===== src/rtl/gmc_pkg.sv =====
package gmc_pkg;
   typedef enum logic [1:0] {
      GMC_SEL_NONE = 2'd0,
      GMC_SEL_DATA = 2'd1,
      GMC_SEL_DIR  = 2'd2
   } gmc_sel_e;
endpackage


===== src/rtl/gmc_decode.sv =====
module gmc_decode
   import gmc_pkg::*;
#(
   parameter int ADDR_W     = 12,
   parameter int NPINS      = 8,
   parameter int MASK_LSB   = 2,
   parameter int DIR_OFFSET = 'h400
) (
   input  logic              psel,
   input  logic              penable,
   input  logic              pwrite,
   input  logic [ADDR_W-1:0] paddr,
   output gmc_sel_e          sel,
   output logic [NPINS-1:0]  mask,
   output logic              wr_data,
   output logic              wr_dir,
   output logic              rd_en
);
   localparam int MASK_HI = MASK_LSB + NPINS;
   localparam logic [ADDR_W-1:0] DIR_A = ADDR_W'(DIR_OFFSET);

   generate
      if (MASK_HI >= ADDR_W) begin : g_bad_width
         $error("gmc_decode: mask field does not fit in the address");
      end
      if ((DIR_OFFSET >> MASK_HI) == 0) begin : g_bad_dir
         $error("gmc_decode: direction register overlaps the data window");
      end
   endgenerate

   logic aligned;
   logic in_window;
   logic dir_hit;
   logic access;

   assign aligned   = (paddr[MASK_LSB-1:0] == '0);
   assign in_window = aligned && (paddr[ADDR_W-1:MASK_HI] == '0);
   assign dir_hit   = aligned && (paddr[ADDR_W-1:MASK_LSB] == DIR_A[ADDR_W-1:MASK_LSB]);
   assign mask      = paddr[MASK_HI-1:MASK_LSB];
   assign access    = psel && penable;

   always_comb begin
      if (in_window)    sel = GMC_SEL_DATA;
      else if (dir_hit) sel = GMC_SEL_DIR;
      else              sel = GMC_SEL_NONE;
   end

   assign wr_data = access && pwrite && (sel == GMC_SEL_DATA);
   assign wr_dir  = access && pwrite && (sel == GMC_SEL_DIR);
   assign rd_en   = psel && !pwrite;
endmodule


===== src/rtl/gmc_sync.sv =====
module gmc_sync #(
   parameter int NPINS  = 8,
   parameter int STAGES = 2
) (
   input  logic             clk,
   input  logic             rst_n,
   input  logic [NPINS-1:0] async_in,
   output logic [NPINS-1:0] sync_out
);
   generate
      if (STAGES < 2) begin : g_bad_stages
         $error("gmc_sync: at least two stages are needed");
      end
   endgenerate

   logic [STAGES-1:0][NPINS-1:0] stg;

   always_ff @(posedge clk or negedge rst_n) begin
      if (!rst_n) stg[0] <= '0;
      else        stg[0] <= async_in;
   end

   for (genvar s = 1; s < STAGES; s++) begin : g_stage
      always_ff @(posedge clk or negedge rst_n) begin
         if (!rst_n) stg[s] <= '0;
         else        stg[s] <= stg[s-1];
      end
   end

   assign sync_out = stg[STAGES-1];

   // the output follows the first stage one edge later (for two stages)
   a_r5_sync_delay: assert property (@(posedge clk) disable iff (!rst_n)
      (STAGES == 2) |=> (sync_out == $past(stg[0])));
endmodule


===== src/rtl/gmc_regs.sv =====
module gmc_regs #(
   parameter int NPINS = 8
) (
   input  logic             clk,
   input  logic             rst_n,
   input  logic             wr_data,
   input  logic             wr_dir,
   input  logic [NPINS-1:0] mask,
   input  logic [NPINS-1:0] wdata,
   output logic [NPINS-1:0] data_q,
   output logic [NPINS-1:0] dir_q
);
   always_ff @(posedge clk or negedge rst_n) begin
      if (!rst_n)       data_q <= '0;
      else if (wr_data) data_q <= (data_q & ~mask) | (wdata & mask);
   end

   always_ff @(posedge clk or negedge rst_n) begin
      if (!rst_n)      dir_q <= '0;
      else if (wr_dir) dir_q <= wdata;
   end

   a_r2_mask_holds: assert property (@(posedge clk) disable iff (!rst_n)
      wr_data |=> ((data_q & ~$past(mask)) == ($past(data_q) & ~$past(mask))));
   a_r2_mask_loads: assert property (@(posedge clk) disable iff (!rst_n)
      wr_data |=> ((data_q & $past(mask)) == ($past(wdata) & $past(mask))));
   a_r9_data_idle: assert property (@(posedge clk) disable iff (!rst_n)
      !wr_data |=> $stable(data_q));
   a_r7_dir_idle: assert property (@(posedge clk) disable iff (!rst_n)
      !wr_dir |=> $stable(dir_q));
   a_r9_one_target: assert property (@(posedge clk) disable iff (!rst_n)
      !(wr_data && wr_dir));
endmodule


===== src/rtl/gpio_mask_ctrl.sv =====
module gpio_mask_ctrl
   import gmc_pkg::*;
#(
   parameter int ADDR_W      = 12,
   parameter int NPINS       = 8,
   parameter int MASK_LSB    = 2,
   parameter int DIR_OFFSET  = 'h400,
   parameter int SYNC_STAGES = 2
) (
   input  logic              clk,
   input  logic              rst_n,
   input  logic              psel,
   input  logic              penable,
   input  logic              pwrite,
   input  logic [ADDR_W-1:0] paddr,
   input  logic [NPINS-1:0]  pwdata,
   output logic [NPINS-1:0]  prdata,
   input  logic [NPINS-1:0]  gpio_in,
   output logic [NPINS-1:0]  gpio_out,
   output logic [NPINS-1:0]  gpio_oe_n
);
   gmc_sel_e         sel;
   logic [NPINS-1:0] mask;
   logic             wr_data;
   logic             wr_dir;
   logic             rd_en;
   logic [NPINS-1:0] data_q;
   logic [NPINS-1:0] dir_q;
   logic [NPINS-1:0] in_sync;
   logic [NPINS-1:0] pin_level;

   gmc_decode #(
      .ADDR_W(ADDR_W), .NPINS(NPINS), .MASK_LSB(MASK_LSB), .DIR_OFFSET(DIR_OFFSET)
   ) u_decode (
      .psel(psel), .penable(penable), .pwrite(pwrite), .paddr(paddr),
      .sel(sel), .mask(mask), .wr_data(wr_data), .wr_dir(wr_dir), .rd_en(rd_en)
   );

   gmc_sync #(.NPINS(NPINS), .STAGES(SYNC_STAGES)) u_sync (
      .clk(clk), .rst_n(rst_n), .async_in(gpio_in), .sync_out(in_sync)
   );

   gmc_regs #(.NPINS(NPINS)) u_regs (
      .clk(clk), .rst_n(rst_n), .wr_data(wr_data), .wr_dir(wr_dir),
      .mask(mask), .wdata(pwdata), .data_q(data_q), .dir_q(dir_q)
   );

   for (genvar p = 0; p < NPINS; p++) begin : g_pin
      assign pin_level[p] = dir_q[p] ? data_q[p] : in_sync[p];
      assign gpio_out[p]  = dir_q[p] & data_q[p];
      assign gpio_oe_n[p] = ~dir_q[p];
   end

   always_comb begin
      prdata = '0;
      if (rd_en) begin
         unique case (sel)
            GMC_SEL_DATA: prdata = pin_level & mask;
            GMC_SEL_DIR:  prdata = dir_q;
            default:      prdata = '0;
         endcase
      end
   end

   // masked-off bits of a data read are zero
   a_r3_masked_zero: assert property (@(posedge clk) disable iff (!rst_n)
      (psel && !pwrite && paddr[ADDR_W-1:MASK_LSB+NPINS] == '0)
         |-> ((prdata & ~paddr[MASK_LSB+NPINS-1:MASK_LSB]) == '0));
   // unmapped addresses read zero
   a_r10_unmapped_zero: assert property (@(posedge clk) disable iff (!rst_n)
      (psel && !pwrite && paddr[ADDR_W-1:MASK_LSB+NPINS] != '0
        && paddr != ADDR_W'(DIR_OFFSET)) |-> (prdata == '0));
   // a pad without output enable drives 0
   a_r6_off_pad_low: assert property (@(posedge clk) disable iff (!rst_n)
      ((gpio_out & gpio_oe_n) == '0));
   // first cycle after reset everything is input
   a_r1_reset_inputs: assert property (@(posedge clk)
      !rst_n |=> (gpio_oe_n == '1));
endmodule


===== config.mk =====
export PLATFORM = sky130hd
export DESIGN_NAME = gpio_mask_ctrl
export DESIGN_NICKNAME = d
export VERILOG_FILES = /design/src/rtl/gmc_pkg.sv /design/src/rtl/gmc_decode.sv /design/src/rtl/gmc_sync.sv /design/src/rtl/gmc_regs.sv /design/src/rtl/gpio_mask_ctrl.sv
export SDC_FILE = /design/constraint.sdc
export NUM_CORES = 1
export LEC_CHECK = 0
export ABC_AREA = 1
export CAP_MARGIN = 10
export CORE_MARGIN = 1
export CORE_UTILIZATION = 39
export CTS_CLUSTER_SIZE = 20
export DETAILED_ROUTE_END_ITERATION = 16
export GPL_TIMING_DRIVEN = 0
export PLACE_DENSITY = 0.85
export SETUP_SLACK_MARGIN = 0.2
export SLEW_MARGIN = 20
export SYNTH_ARGS = -nofsm -noshare
export SYNTH_HDL_FRONTEND = slang
export SYNTH_SLANG_ARGS = --single-unit

===== constraint.sdc =====
create_clock -name clk -period 1.1 [get_ports clk]
set_input_delay 0.22 -clock clk [delete_from_list [all_inputs] [get_ports clk]]
set_output_delay 0.22 -clock clk [all_outputs]
set_load 0.01 [all_outputs]

Yosys cells after proc, flatten, opt, wreduce, memory -nomap -nowiden
Index checks and enable logic that the tools add are counted.

Register bits: 32. Bits of input ports: 33. Output and inout port bits: 24.

Equal/unequal tests: 3. Reduce and logical (&&, ||, !) cells: 10. Bitwise logic cells: 21. Multiplexer cells: 12.

Operators with widths (number): 8-bit bitwise AND (3); 8-bit case mux with 2 select lines (1); 10-bit by 9-bit == test with 1-bit output (second input constant) (1); 1-bit bitwise AND (8); 1-bit 2-to-1 mux (8); 8-bit 2-to-1 mux (1); 1-bit inverter (8); 8-bit inverter (1); 8-bit OR (1); 1-bit logical AND (7); 2-bit logical NOT (2); 2-bit 2-to-1 mux (2); 2-bit by 1-bit == test with 1-bit output (second input constant) (1); 2-bit == test (second input constant) (1); 1-bit logical NOT (1).

Longest topological paths before layout
Depth after elaboration: 7. Depth in mapped cells: 7.

Hierarchy
From an unflattened synthesis, not the netlist that was laid out.

Cell total of the unflattened synthesis: 217. Area, all modules: 1640.3 sq um.

Modules (own cells, without submodules): gmc_regs (cells an instance 75, area each 664.4 sq um, times used 1); gmc_sync (cells an instance 24, area each 460.4 sq um, times used 1); gpio_mask_ctrl (cells an instance 88, area each 362.8 sq um, times used 1); gmc_decode (cells an instance 30, area each 152.6 sq um, times used 1).

Worst setup path before layout
Ideal clock, no wire load.

Kind: in2out. From: input port paddr[4]. To: output port prdata[5]. Arrival time: 1.029 ns. Stages: 6. Slack: -0.149 ns. Cells stage by stage: nor2_1 -> nand2_4 -> nor2_8 -> buf_6 -> nand3_2 -> a21oi_1.

Longest elaborated chain between the ends: 7. Elaborated cells between the ends (all ways): 8.

RTL lines: start, declared (RTL line gpio_mask_ctrl.sv:15) `input logic [ADDR_W-1:0] paddr,`; 10-bit by 9-bit == test with 1-bit output (*) (RTL line gmc_decode.sv:38) `assign dir_hit = aligned && (paddr[ADDR_W-1:MASK_LSB] == DIR_A[ADDR_W-1:MASK_LSB]);`; 1-bit logical AND (*) (RTL line gmc_decode.sv:38); 2-bit 2-to-1 mux (*) (RTL line gmc_decode.sv:44) `else if (dir_hit) sel = GMC_SEL_DIR;`; 2-bit 2-to-1 mux (*) (RTL line gmc_decode.sv:43) `if (in_window) sel = GMC_SEL_DATA;`; 2-bit == test or 2-bit by 1-bit == test with 1-bit output (tied branches) (RTL line gpio_mask_ctrl.sv:57) `unique case (sel)`; 8-bit case mux with 2 select lines (*) (RTL line gpio_mask_ctrl.sv:57); 8-bit 2-to-1 mux (*) (RTL line gpio_mask_ctrl.sv:56) `if (rd_en) begin`; end, declared (RTL line gpio_mask_ctrl.sv:17) `output logic [NPINS-1:0] prdata,`.

Mark *: on every way between the ends. The rest lies on a longest branch, timed or not.

Worst setup path in the final report
From: register u_regs.dir_q[5]. To: output port prdata[5].

Longest elaborated chain between the ends: 4.

RTL lines: start, declared (RTL line gmc_regs.sv:11) `output logic [NPINS-1:0] dir_q`; start signal, assigned (RTL line gmc_regs.sv:20) `else if (wr_dir) dir_q <= wdata;`; 1-bit 2-to-1 mux (RTL line gpio_mask_ctrl.sv:49) `assign pin_level[p] = dir_q[p] ? data_q[p] : in_sync[p];`; 8-bit bitwise AND (RTL line gpio_mask_ctrl.sv:58) `GMC_SEL_DATA: prdata = pin_level & mask;`; 8-bit case mux with 2 select lines (*) (RTL line gpio_mask_ctrl.sv:57); 8-bit 2-to-1 mux (*) (RTL line gpio_mask_ctrl.sv:56).

Marked as above.

==> results.yml <==
critical_path:
  critical-path-top-cell-by-count: "nand2_1"
  criticalPathCategory: "register to primary output"
  timing.critical_path.slowest_cell_delay_ns: 0.43
  required_ns: 0.88
  worstSetupStartpointType: "register"
  cp_slowest_cell: "dfrtp_1"
  path_buf_inv: 2
  critPathCaptureType: "primary output"
  arrival_ns: 1.37
  worst_path_dominant_cell_family: "flip-flops"
  critical_path.cell_chain: "inv_2 > nand2_1 > nand2_1 > nand4_1 > a21oi_2 > buf_2"
  critical_path.max_fanout: 3
power_and_ir_drop:
  cellLeakagePower_nw: 1.39
  swShare_pct: 25.1
  pwr_density_cell_nw_per_um2: 924
  power.internal_mw: 1.87
  power.clock.fraction_pct: 37.5
  vdd_ir_max_mv: 0.624
  seqPwrFrac_pct: 50.2
  switchingPower_uw: 628
  totalPowerFinal_mw: 2.50
  combPwrFrac_pct: 12.3
detailed_routing:
  first_pass_iters: 4
  drtAntennaViolNets: 0
  dr_total_vias: 1638
  drc_errors: 0
  vias_per_cell: 5.02
  dr.first_iter.drc_count: 89
  route.final.wire_length_um: 5040
  detail_route.wl_per_cell_um: 15.5
synthesis:
  ys.warnings.count: 0
  postSynthAreaPerCell_um2: 8.58
  ys_ff_latch: 32
  syn-num-nets: 208
  post_synth_inst_count: 175
  synth.yosys.seq_area_share_pct: 53.3
  netlist-cell-type-count: 17
  post_synth_instance_area_um2: 1500
timing:
  hold-worst-slack_ns: -0.0138
  fmax_mhz: 630
  final_hold_violation_count: 32
  layout_worst_path_cycle_share_pct: 144
  timing.slew.headroom_pct: 51.9
  worst_slack_ns: -0.488
  finalSetupViolations: 22
  final.min_clock_period_ns: 1.59
  grt_setup_unrepaired: "yes"
  timing.final.max_slew_violations: 0
  worstMarginPinSlew_ns: 0.721
  clock_skew_ns: 0.00597
run_status:
  failed_checks: "negative hold slack, negative setup slack"
  outcome: "complete, but fails checks"
finish:
  layout-area-overhead-vs-synth_pct: 80.2
  drive_above_1_share_pct: 52.2
  most-common-layout-cells: "53 x nand2_1, 32 x buf_6, 32 x dfrtp_1"
  mostFrequentLayoutCell: "nand2_1"
  n_antenna_cell: 0
  final_nets: 310
floorplan:
  die_area_um2: 4100
  fp-row-count: 22
  die_y_um: 64.0
  die_width_um: 64.0
  num_io_pins: 57
  area_of_the_core_um2: 3690
  effective_utilization_at_floorplan_pct: 40.7
global_route:
  initial_antenna_violation_count: 0
  grt_start_max_net_pins: 33
  grt_overflow_total: 0
  grtUsageTotal_pct: 25.8
  first_global_vias: 1687
  grt_first_pass_wirelength_um: 7820
clock_network:
  ctsRootBufferMaster: "clkbuf_8"
  clock_latency_ns: 0.29
  cts_htree_levels: 2
  number_of_buffers_created_by_cts: 5
  cts.clk_slew.worst_paths_ns: 0.07
  tritoncts_num_sinks: 32
  tritoncts: "built"
  number_of_buffers_on_the_longest_clock_path: 2
placed_design:
  gp_routability_congestion: 0.796
  place.detailed.hpwl_um: 2660
  buffer_ports.inserted: 56
job:
  max-cap-violations: 0
hold_path:
  worst_hold_path_type: "primary input to asynchronous set/reset pin"
[worst paths after layout]
path	startpoint	end	slack, ns	cells past startpoint
max	u_regs.dir_q[5]	prdata[5]	-0.49	6
min	rst_n	u_sync.sync_out[1]	-0.01	1
max reg2reg	u_regs.dir_q[2]	u_regs.dir_q[2]	0.18	4
min reg2reg	u_sync.stg[1]	u_sync.sync_out[1]	0.34	0
max in group asynchronous	rst_n	u_sync.sync_out[6]	0.65	1
min in group clk	paddr[5]	register	0.20	3
[per-stage QoR]
step	util, %	setup slack (ns)	TNS [ns]	cell area (um2)	std cells
2_1_floorplan	-	-0.0764	-0.139	1580	175
3_3_place_gp	59.7	-1.28	-46.12	2200	279
3_5_place_dp	59.6	-1.32	-22.22	2200	279
4_1_cts	68.2	-0.400	-4.01	2520	318
5_1_grt	73.3	-0.524	-6.03	2710	326
6_report	73.3	-0.488	-4.80	2710	326
[per-layer routing]
layer / vias up / wire length (um) / part of all wire (%) / track usage (%)
li1: 768 / - / - / -
met1: 781 / 1940 / 39 / 29.3
met2: 75 / 2670 / 53 / 45.7
met3: 14 / 326 / 6.5 / 5.36
met4: 0 / 98 / 1.9 / 12.2
met5: - / 0 / 0 / 0
[cell families after synthesis]
logic type | count (synthesis) | share of synthesized area, %
simple gates | 112 | 37.2
flops | 32 | 53.3
buf+inv | 23 | 6.83
compound gates | 8 | 2.67
[power groups by stage]
stage	sequential, mW	combinational (mW)	clock (mW)
after floorplan	1.27	0.0831	0
after global placement	1.27	0.270	0
after detailed placement	1.27	0.274	0
after CTS	1.25	0.299	0.939
after global routing	1.26	0.332	1.01
final	1.25	0.307	0.939
[synthesized netlist by cell type, drive strengths merged]
cell | count | share of area [%]
a21oi | 8 | 2.7
and2 | 1 | 0.42
buf | 4 | 2.1
clkinv | 1 | 0.25
dfrtp | 32 | 53
inv | 18 | 4.5
nand2 | 68 | 18
nand3 | 18 | 7.0
nand4 | 16 | 6.7
nor2 | 9 | 5.4
[layout make-up]
class / count / area [um2]
fillers: 248 / 983
well taps: 48 / 60.1
multi-input cells: 121 / 752
clock inverters: 2 / 10.0
clock buffers: 6 / 82.6
inverters: 19 / 75.1
flip-flops and latches: 32 / 801
plain buffers: 4 / 52.6
repair buffers: 94 / 872
[timing repair]
item	in CTS	in global routing
gates resized for setup	187	39
cloned	2	0
endpoints found under the hold margin	0	0
setup endpoints to repair	40	40
buffers inserted	29	8
hold buffers	0	0
pin swaps	24	14
(Power assumes the default switching activity.)
